[config.mk]
export PLATFORM = sky130hd
export DESIGN_NAME = sync_rect_pwm
export DESIGN_NICKNAME = d
export VERILOG_FILES = /design/src/rtl/srp_pkg.sv /design/src/rtl/srp_sync.sv /design/src/rtl/srp_timebase.sv /design/src/rtl/srp_trip_latch.sv /design/src/rtl/sync_rect_pwm.sv
export SDC_FILE = /design/constraint.sdc
export NUM_CORES = 1
export LEC_CHECK = 0
export ABC_AREA = 1
export BUFFER_PORTS_ARGS = -buffer_cell sky130_fd_sc_hd__buf_2
export CAP_MARGIN = 20
export CORE_MARGIN = 8
export CORE_UTILIZATION = 48
export DETAILED_ROUTE_END_ITERATION = 8
export GPL_ROUTABILITY_DRIVEN = 0
export PLACE_DENSITY = 0.74
export SETUP_SLACK_MARGIN = 0.02
export SLEW_MARGIN = 0
export SYNTH_ARGS = -nofsm -noshare
export SYNTH_HDL_FRONTEND = slang
export SYNTH_SLANG_ARGS = --single-unit
[constraint.sdc]
create_clock -name clk -period 2.4 [get_ports clk]
set_input_delay 0.12 -clock clk [delete_from_list [all_inputs] [get_ports clk]]
set_output_delay 0.12 -clock clk [all_outputs]
set_load 0.02 [all_outputs]
[src/rtl/srp_pkg.sv]
package srp_pkg;
   localparam int SIDE_HI = 0;
   localparam int SIDE_LO = 1;
   localparam int N_SIDE  = 2;

   function automatic int max2(input int a, input int b);
      return (a > b) ? a : b;
   endfunction
endpackage

[src/rtl/srp_sync.sv]
module srp_sync #(
   parameter int STAGES = 2
) (
   input  logic clk,
   input  logic rst_n,
   input  logic d,
   output logic q
);
   if (STAGES < 2) begin : g_bad_depth
      $error("srp_sync: STAGES must be at least 2");
   end

   logic [STAGES-1:0] sh;

   always_ff @(posedge clk or negedge rst_n) begin
      if (!rst_n) sh <= '0;
      else        sh <= {sh[STAGES-2:0], d};
   end

   assign q = sh[STAGES-1];
endmodule

[src/rtl/srp_timebase.sv]
module srp_timebase #(
   parameter int CNT_W = 16,
   parameter int AGE_W = 9
) (
   input  logic             clk,
   input  logic             rst_n,
   input  logic [CNT_W-1:0] period,
   input  logic [CNT_W-1:0] duty,
   output logic             ref_hi,
   output logic [AGE_W-1:0] age_now
);
   if (CNT_W < 2) begin : g_bad_cnt
      $error("srp_timebase: CNT_W must be at least 2");
   end
   if (AGE_W < 2) begin : g_bad_age
      $error("srp_timebase: AGE_W must be at least 2");
   end

   localparam logic [AGE_W-1:0] AGE_MAX = '1;

   logic [CNT_W-1:0] cnt_q;
   logic             prev_q;
   logic [AGE_W-1:0] age_q;
   logic             edge_now;

   assign ref_hi   = (cnt_q < duty);
   assign edge_now = (ref_hi != prev_q);
   assign age_now  = edge_now ? '0 : age_q;

   always_ff @(posedge clk or negedge rst_n) begin
      if (!rst_n) begin
         cnt_q  <= '0;
         prev_q <= 1'b0;
         age_q  <= '0;
      end else begin
         cnt_q  <= (cnt_q >= period) ? '0 : cnt_q + CNT_W'(1);
         prev_q <= ref_hi;
         age_q  <= (age_now == AGE_MAX) ? AGE_MAX : age_now + AGE_W'(1);
      end
   end

   // the count returns to zero after the last value of the cycle
   p_wrap_r2: assert property (@(posedge clk) disable iff (!rst_n)
      (cnt_q >= period) |=> (cnt_q == '0));
endmodule

[src/rtl/srp_trip_latch.sv]
module srp_trip_latch (
   input  logic clk,
   input  logic rst_n,
   input  logic flag,
   input  logic blank,
   input  logic clr,
   output logic q
);
   always_ff @(posedge clk or negedge rst_n) begin
      if (!rst_n)              q <= 1'b0;
      else if (clr)            q <= 1'b0;
      else if (flag && !blank) q <= 1'b1;
   end

   p_clear_wins_r8: assert property (@(posedge clk) disable iff (!rst_n)
      clr |=> !q);
   p_blank_hold_r6: assert property (@(posedge clk) disable iff (!rst_n)
      (blank && !clr) |=> (q == $past(q)));
   p_set_latch_r5: assert property (@(posedge clk) disable iff (!rst_n)
      (flag && !blank && !clr) |=> q);
endmodule

[src/rtl/sync_rect_pwm.sv]
module sync_rect_pwm #(
   parameter int CNT_W       = 16,
   parameter int DT_W        = 8,
   parameter int BLK_W       = 8,
   parameter int SYNC_STAGES = 2
) (
   input  logic             clk,
   input  logic             rst_n,
   input  logic             cmp_hi_i,
   input  logic             cmp_lo_i,
   input  logic [CNT_W-1:0] period_i,
   input  logic [CNT_W-1:0] duty_i,
   input  logic [DT_W-1:0]  dead_i,
   input  logic [BLK_W-1:0] blank_i,
   output logic             gate_hi_o,
   output logic             gate_lo_o,
   output logic             trip_hi_o,
   output logic             trip_lo_o
);
   import srp_pkg::*;

   localparam int AGE_W = max2(DT_W, BLK_W) + 1;

   if (DT_W < 1 || BLK_W < 1) begin : g_bad_fields
      $error("sync_rect_pwm: DT_W and BLK_W must be at least 1");
   end

   logic             ref_hi;
   logic [AGE_W-1:0] age_now;
   logic [AGE_W-1:0] dead_ext;
   logic [AGE_W-1:0] blank_ext;
   logic             blank_act;
   logic [N_SIDE-1:0] cmp_in, cmp_s, clr, trip, gate;

   assign dead_ext  = AGE_W'(dead_i);
   assign blank_ext = AGE_W'(blank_i);
   assign blank_act = (age_now < blank_ext);
   assign cmp_in[SIDE_HI] = cmp_hi_i;
   assign cmp_in[SIDE_LO] = cmp_lo_i;

   srp_timebase #(.CNT_W(CNT_W), .AGE_W(AGE_W)) u_tb (
      .clk(clk), .rst_n(rst_n), .period(period_i), .duty(duty_i),
      .ref_hi(ref_hi), .age_now(age_now)
   );

   for (genvar i = 0; i < N_SIDE; i++) begin : g_side
      logic in_phase;
      assign in_phase = (i == SIDE_HI) ? ref_hi : !ref_hi;
      assign clr[i]   = in_phase && (age_now == blank_ext);
      assign gate[i]  = rst_n && in_phase && (age_now >= dead_ext) && !trip[i];

      srp_sync #(.STAGES(SYNC_STAGES)) u_sync (
         .clk(clk), .rst_n(rst_n), .d(cmp_in[i]), .q(cmp_s[i])
      );
      srp_trip_latch u_latch (
         .clk(clk), .rst_n(rst_n), .flag(cmp_s[i]), .blank(blank_act),
         .clr(clr[i]), .q(trip[i])
      );
   end

   assign gate_hi_o = gate[SIDE_HI];
   assign gate_lo_o = gate[SIDE_LO];
   assign trip_hi_o = trip[SIDE_HI];
   assign trip_lo_o = trip[SIDE_LO];

   // high latch is empty right after the high-phase blank window closes
   p_hi_clear_point_r7: assert property (@(posedge clk) disable iff (!rst_n)
      (ref_hi && (age_now == blank_ext)) |=> !trip_hi_o);
endmodule

## Word level (Yosys, flattened, before mapping)

Cells that the tools add are included.
W data, S select, Z words.

| storage, ports and cells | value |
|---|---|
| register bits | 32 |
| input port bits | 52 |
| output and inout port bits | 4 |

| operators by class | value |
|---|---|
| order comparisons | 4 |
| muxes and demuxes | 7 |
| reduce and logical (&&, ||, !) cells | 16 |
| $add $sub $neg | 2 |
| eq/ne operators | 3 |

Operator list:

| operator | count |
|---|---|
| $mux W9 | 2 |
| $add A16 B1 Y16 const B | 1 |
| $ge A16 B16 Y1 | 1 |
| $lt A16 B16 Y1 | 1 |
| $mux W16 | 1 |
| $logic_and A1 B1 Y1 | 10 |
| $add A9 B1 Y9 const B | 1 |
| $eq A9 B8 Y1 | 1 |
| $eq A9 B9 Y1 const B | 1 |
| $ge A9 B8 Y1 | 1 |
| $lt A9 B8 Y1 | 1 |
| $logic_not A1 Y1 | 4 |
| $mux W1 | 4 |
| $reduce_bool A2 Y1 | 2 |
| $ne A1 B1 Y1 | 1 |

## Depth between registers and ports, before layout

| depth | value |
|---|---|
| word-level depth | 8 |
| gate-level depth with buffers | 23 |
| gate-level depth less buffers | 23 |

## By module

Synthesis repeated with hierarchy kept, for this count alone.

| second synthesis, totals | value |
|---|---|
| cell total of the unflattened synthesis | 380 |
| area, all modules | 2815.2 µm² |

Modules (own cells, without submodules):

| module | seq. area each (µm²) | times used | area an instance (µm²) | cells each |
|---|---|---|---|---|
| srp_timebase | 650.6 | 1 | 2129.5 | 280 |
| sync_rect_pwm | 0.0 | 1 | 495.5 | 86 |
| srp_sync | 50.0 | 2 | 50.0 | 2 |
| srp_trip_latch | 25.0 | 2 | 45.0 | 5 |

## Least setup slack after synthesis

OpenSTA, ideal clock, no wires.

| timing path | value |
|---|---|
| path kind | reg2out |
| from | register u_tb.cnt_q[5] |
| to | output port gate_hi_o |
| path buffers | 0 |
| cell stages (with the launch flop) | 20 |
| data arrival time | 2.552 ns |
| data required time | 2.280 ns |
| path slack | -0.272 ns |
| cell sequence | dfrtp_1 -> ha_1 -> a21oi_1 -> nor2_1 -> nor3_1 -> nand2_1 -> nand2_2 -> nand2_4 -> nand2_2 -> nand2_4 -> nand2_1 -> inv_1 -> ha_1 -> nand2_1 -> inv_1 -> o21ai_0 -> nand3b_1 -> nand3b_1 -> nand4_1 -> inv_1 |

| between the ends | value |
|---|---|
| word-level cells in the longest chain between the ends | 6 |
| elaborated cells between the ends (all ways) | 7 |
| classes of those cells | order compare (2); eq/ne (1); mux (1); reduce/logical (3) |

Ends and longest elaborated chain:

| item | line | text |
|---|---|---|
| from (decl) | srp_timebase.sv:21 | `logic [CNT_W-1:0] cnt_q;` |
| from (signal assigned) | srp_timebase.sv:36 | `cnt_q <= (cnt_q >= period) ? '0 : cnt_q + CNT_W'(1);` |
| $lt A16 B16 Y1 * | srp_timebase.sv:26 | `assign ref_hi = (cnt_q < duty);` |
| $ne A1 B1 Y1 | srp_timebase.sv:27 | `assign edge_now = (ref_hi != prev_q);` |
| $mux W9 | srp_timebase.sv:28 | `assign age_now = edge_now ? '0 : age_q;` |
| $ge A9 B8 Y1 | sync_rect_pwm.sv:50 | `assign gate[i] = rst_n && in_phase && (age_now >= dead_ext) && !trip[i];` |
| $logic_and A1 B1 Y1 * (2 in a row) | sync_rect_pwm.sv:50 |  |
| to (decl) | sync_rect_pwm.sv:15 | `output logic gate_hi_o,` |

Every way passes the cells marked *; elsewhere a longest branch is shown, timed or not.

## Final worst setup path

| timing path | value |
|---|---|
| from | register u_tb.cnt_q[11] |
| to | output port gate_lo_o |

| between the ends | value |
|---|---|
| word-level cells in the longest chain between the ends | 6 |
| elaborated cells between the ends (all ways) | 8 |
| classes of those cells | order compare (2); eq/ne (1); mux (1); reduce/logical (4) |

Ends and longest elaborated chain:

| item | line | text |
|---|---|---|
| $lt A16 B16 Y1 * | srp_timebase.sv:26 |  |
| $ne A1 B1 Y1 | srp_timebase.sv:27 |  |
| $mux W9 | srp_timebase.sv:28 |  |
| $ge A9 B8 Y1 | sync_rect_pwm.sv:50 |  |
| $logic_and A1 B1 Y1 * (2 in a row) | sync_rect_pwm.sv:50 |  |
| to (decl) | sync_rect_pwm.sv:16 | `output logic gate_lo_o,` |

Marked as above.

==> flow_metrics.py <==
metrics = {
    "cells_and_area": {
        "drive_above_1_share": 0.390,
        "syn2layout_area_growth_pct": 43.8,
        "post-route-util": 0.722,
        "antenna_cells": 0,
        "layout.cells.non_filler": 546,
        "nets": 572,
        "fill_cells": 422,
    },
    "global_routing": {
        "use_met3": 0.0383,
        "grt_pass1_wl_mm": 11.5,
        "antenna_found_initial": 0,
        "grt.total_usage": 0.162,
        "grt_busiest_layer": "met2",
        "grtUsageMet2": 0.293,
        "grt_max_degree": 31,
        "grt-ovfl-total": 0,
        "use_met1": 0.188,
        "grt_pass1_vias": 2737,
    },
    "yosys": {
        "syn_area_sq_um": 2780,
        "synth_fp_nets": 464,
        "synth.most_common_cell": "inv_1",
        "ys_ff_latch": 32,
        "synth-xor-area-share": 0.0473,
        "avgSynthCellArea_sq_um": 7.62,
        "ys_top_cells_by_count": "inv_1 (89), nand2_1 (58), ha_1 (47)",
        "synthSimpleGateAreaFrac": 0.264,
        "muxShareOfSynthArea": 0,
        "synth_async_sr_flop_share": 1.00,
        "synth.top_cell.area_share": 0.288,
        "yosysSeqAreaShare": 0.288,
        "synth_top_family_by_area": "simple AND/OR/NAND/NOR gates",
        "synth_top_area_cell": "dfrtp_1",
        "synth_cell_type_count": 31,
        "ys_top_cells_by_area": "dfrtp_1 (29%), ha_1 (21%), inv_1 (12%)",
        "yosys_most_used_dff": "dfrtp_1",
        "yosys_warnings": 0,
        "synth-adder-area-share": 0.212,
        "synth_edf_count": 0,
        "synth_cells": 365,
        "synth_compound_area_frac": 0.0657,
    },
    "pwr": {
        "leakage_nw": 2.25,
        "pwr_density_cell_nw_per_um2": 697,
        "ir_drop_mv": 0.508,
    },
    "detailed_routing": {
        "wl_per_cell_microns": 12.8,
        "num_vias": 2650,
        "ant_nets": 0,
        "first_iter_violations": 93,
        "drc": 0,
        "dr.pass1.iters": 6,
        "wirelength_mm": 7.01,
        "viasPerCell": 4.85,
    },
    "critical_path": {
        "max_stage_delay_ns": 0.41,
        "r2r_end": "g_side[0].u_latch.q",
        "worstPathCellList": "ha_4 -> nand2_2 -> o21bai_1 -> a21oi_1 -> nor2_2 -> nand3_2 -> nand2_8 -> nor2_4 -> ha_4 -> nand2_2 -> o21ai_1 -> nand2_1 -> a21oi_2 -> nand3_1 -> nand3b_1 -> nand4_1 -> inv_2 -> buf_6",
        "cp_data_arrival_time_ns": 2.93,
        "crit_path_start": "u_tb.cnt_q[11]",
        "critPathKind": "register to output port",
        "rr_worst_depth": 19,
        "reg2reg_from": "u_tb.cnt_q[11]",
        "cp_num_buf_inv": 2,
        "path_delay_family": "simple AND/OR/NAND/NOR gates",
        "worstPathRequired_ns": 2.28,
        "startpoint_type": "register",
        "crit_path_end": "gate_lo_o",
        "crit_cells": 18,
        "worst-path-max-fanout": 5,
        "cp-end-kind": "output port",
        "reg2reg_slack_ns": -0.44,
        "crit_slowest_cell": "dfrtp_1",
    },
    "sta": {
        "timing_hold_violations_final": 0,
        "fmax_mhz": 328,
        "skew_ns": 0.00833,
        "fin_crit_sh": 1.27,
        "slew_viol_final": 0,
        "max-slew-margin-rel": 0.734,
        "fin_crit_ns": 3.05,
        "rsz0062_at_grt": "true",
        "tns_ns": -5.40,
        "worst_pin_slew_ns": 0.399,
        "setup_viol": 13,
        "holdWs_ns": 0.191,
        "setup_ws_ns": -0.645,
    },
    "placement": {
        "io_buffers": 55,
        "preCtsSetupSlack_ns": -0.417,
        "dp_hpwl_mm": 5.37,
        "dp_cells": 529,
    },
    "die": {
        "row_count": 27,
        "die_w_microns": 92.1,
        "floorplan.initialDensity": 0.502,
        "ioPinCount": 56,
        "die_h_microns": 92.1,
        "core_sq_um": 5540,
        "design.die.area_sq_um": 8480,
    },
    "run": {
        "maxCapViolations": 0,
    },
    "clock_tree": {
        "clkSlewWorstSetupHoldPaths_ns": 0.07,
        "clock-sinks": 32,
        "cts_buffers": 5,
        "cts.path.max_buffers": 2,
        "root_buffer": "clkbuf_8",
        "cts_tree": "yes",
        "insertion_delay_ns": 0.28,
        "htreeDepth": 2,
    },
    "status": {
        "violations": "negative setup slack",
        "status": "finished with violations",
    },
    "hold_path": {
        "hp-class": "primary input to asynchronous set/reset pin",
    },
}
## layer usage
metal / routed length [microns] / vias to the layer above
met4: 59 / 0
met3: 346 / 7
li1: - / 1364
met5: 0 / -
met2: 3640 / 47
met1: 2970 / 1232
## cell families after synthesis
kind of cell / after synthesis
XOR/XNOR: 15
AND/OR/NAND/NOR: 148
adder cells (fa/ha/maj): 47
AO/OA/AOI/OAI: 32
flip-flops: 32
buffers and inverters: 91
## flip-flops by register name, summed over array words and instances (netlist names)
| name | flops |
|---|---|
| g_side.u_sync.sh | 4 |
| u_tb.cnt_q | 16 |
| u_tb.prev_q | 1 |
| u_tb.age_q | 9 |
| g_side.u_latch.q | 2 |
## cell usage in the layout, fill, tap and decap left out, types with 2 or more instances in the layout
master / instances
inv_1: 85
buf_2: 53
nand2_1: 49
buf_4: 40
ha_1: 33
dfrtp_1: 32
nor2_1: 21
ha_4: 14
nand2_2: 12
nor2_2: 12
xor2_1: 11
nand3_1: 10
nand4_1: 9
a21oi_2: 8
a21oi_1: 7
nand3_2: 7
nand2_4: 6
nor2_4: 6
clkbuf_8: 6
o21ai_1: 5
inv_2: 4
o21bai_1: 4
nand3b_1: 4
xnor2_1: 4
buf_6: 4
nor3_2: 3
nor3_1: 3
dlygate4sd3_1: 3
a211oi_1: 2
and3_1: 2
o21ai_0: 2
clkinv_2: 2
## cell type report
class	count	area, sq um	area share
multi-input cells	242	1990	0.497
flip-flops and latches	32	801	0.200
repair buffers	102	686	0.171
inverters	90	340	0.0851
well taps	72	90.1	0.0225
clock buffers	6	82.6	0.0207
clock inverters	2	10.0	0.00250
## power by group
part	internal (W)	switching (W)	total, W
clock	0.000229	0.000201	0.000430
sequential	0.000662	0.0000912	0.000753
combinational	0.000769	0.000833	0.00160
## worst min-delay path by stage
stage           from  slack, ns                  end
2_1_floorplan  rst_n      -0.18  g_side[0].u_latch.q
3_3_place_gp   rst_n      -0.07        u_tb.age_q[1]
3_5_place_dp   rst_n      -0.07        u_tb.age_q[0]
4_1_cts        rst_n       0.19        u_tb.age_q[0]
5_1_grt        rst_n       0.20        u_tb.age_q[1]
6_report       rst_n       0.19        u_tb.age_q[0]
## repair_timing
action	in CTS	in global routing
gates resized for setup	16	42
endpoints found under the hold margin	34	0
hold buffers	3	0
setup endpoints to repair	13	29
pin swaps	12	17
buffers inserted	2	3
gates cloned	0	1
## worst register-to-register path, delay by kind of cell (launching register included)
| family | cells | cell delay (ns) |
|---|---|---|
| buffers and inverters | 3 | 0.29 |
| adders and majority gates | 2 | 0.52 |
| AOI/OAI and AO/OA | 3 | 0.32 |
| DFF | 1 | 0.41 |
| and+or+nand+nor | 11 | 1.23 |
## stage by stage
stage,instance area [sq um],total power [W]
after floorplan,2880,0.00163
after global placement,3540,0.00208
after detailed placement,3540,0.00213
after CTS,3760,0.00265
after global routing,4000,0.00304
final,4000,0.00279
Note: power is estimated with default switching activity, not from simulation.
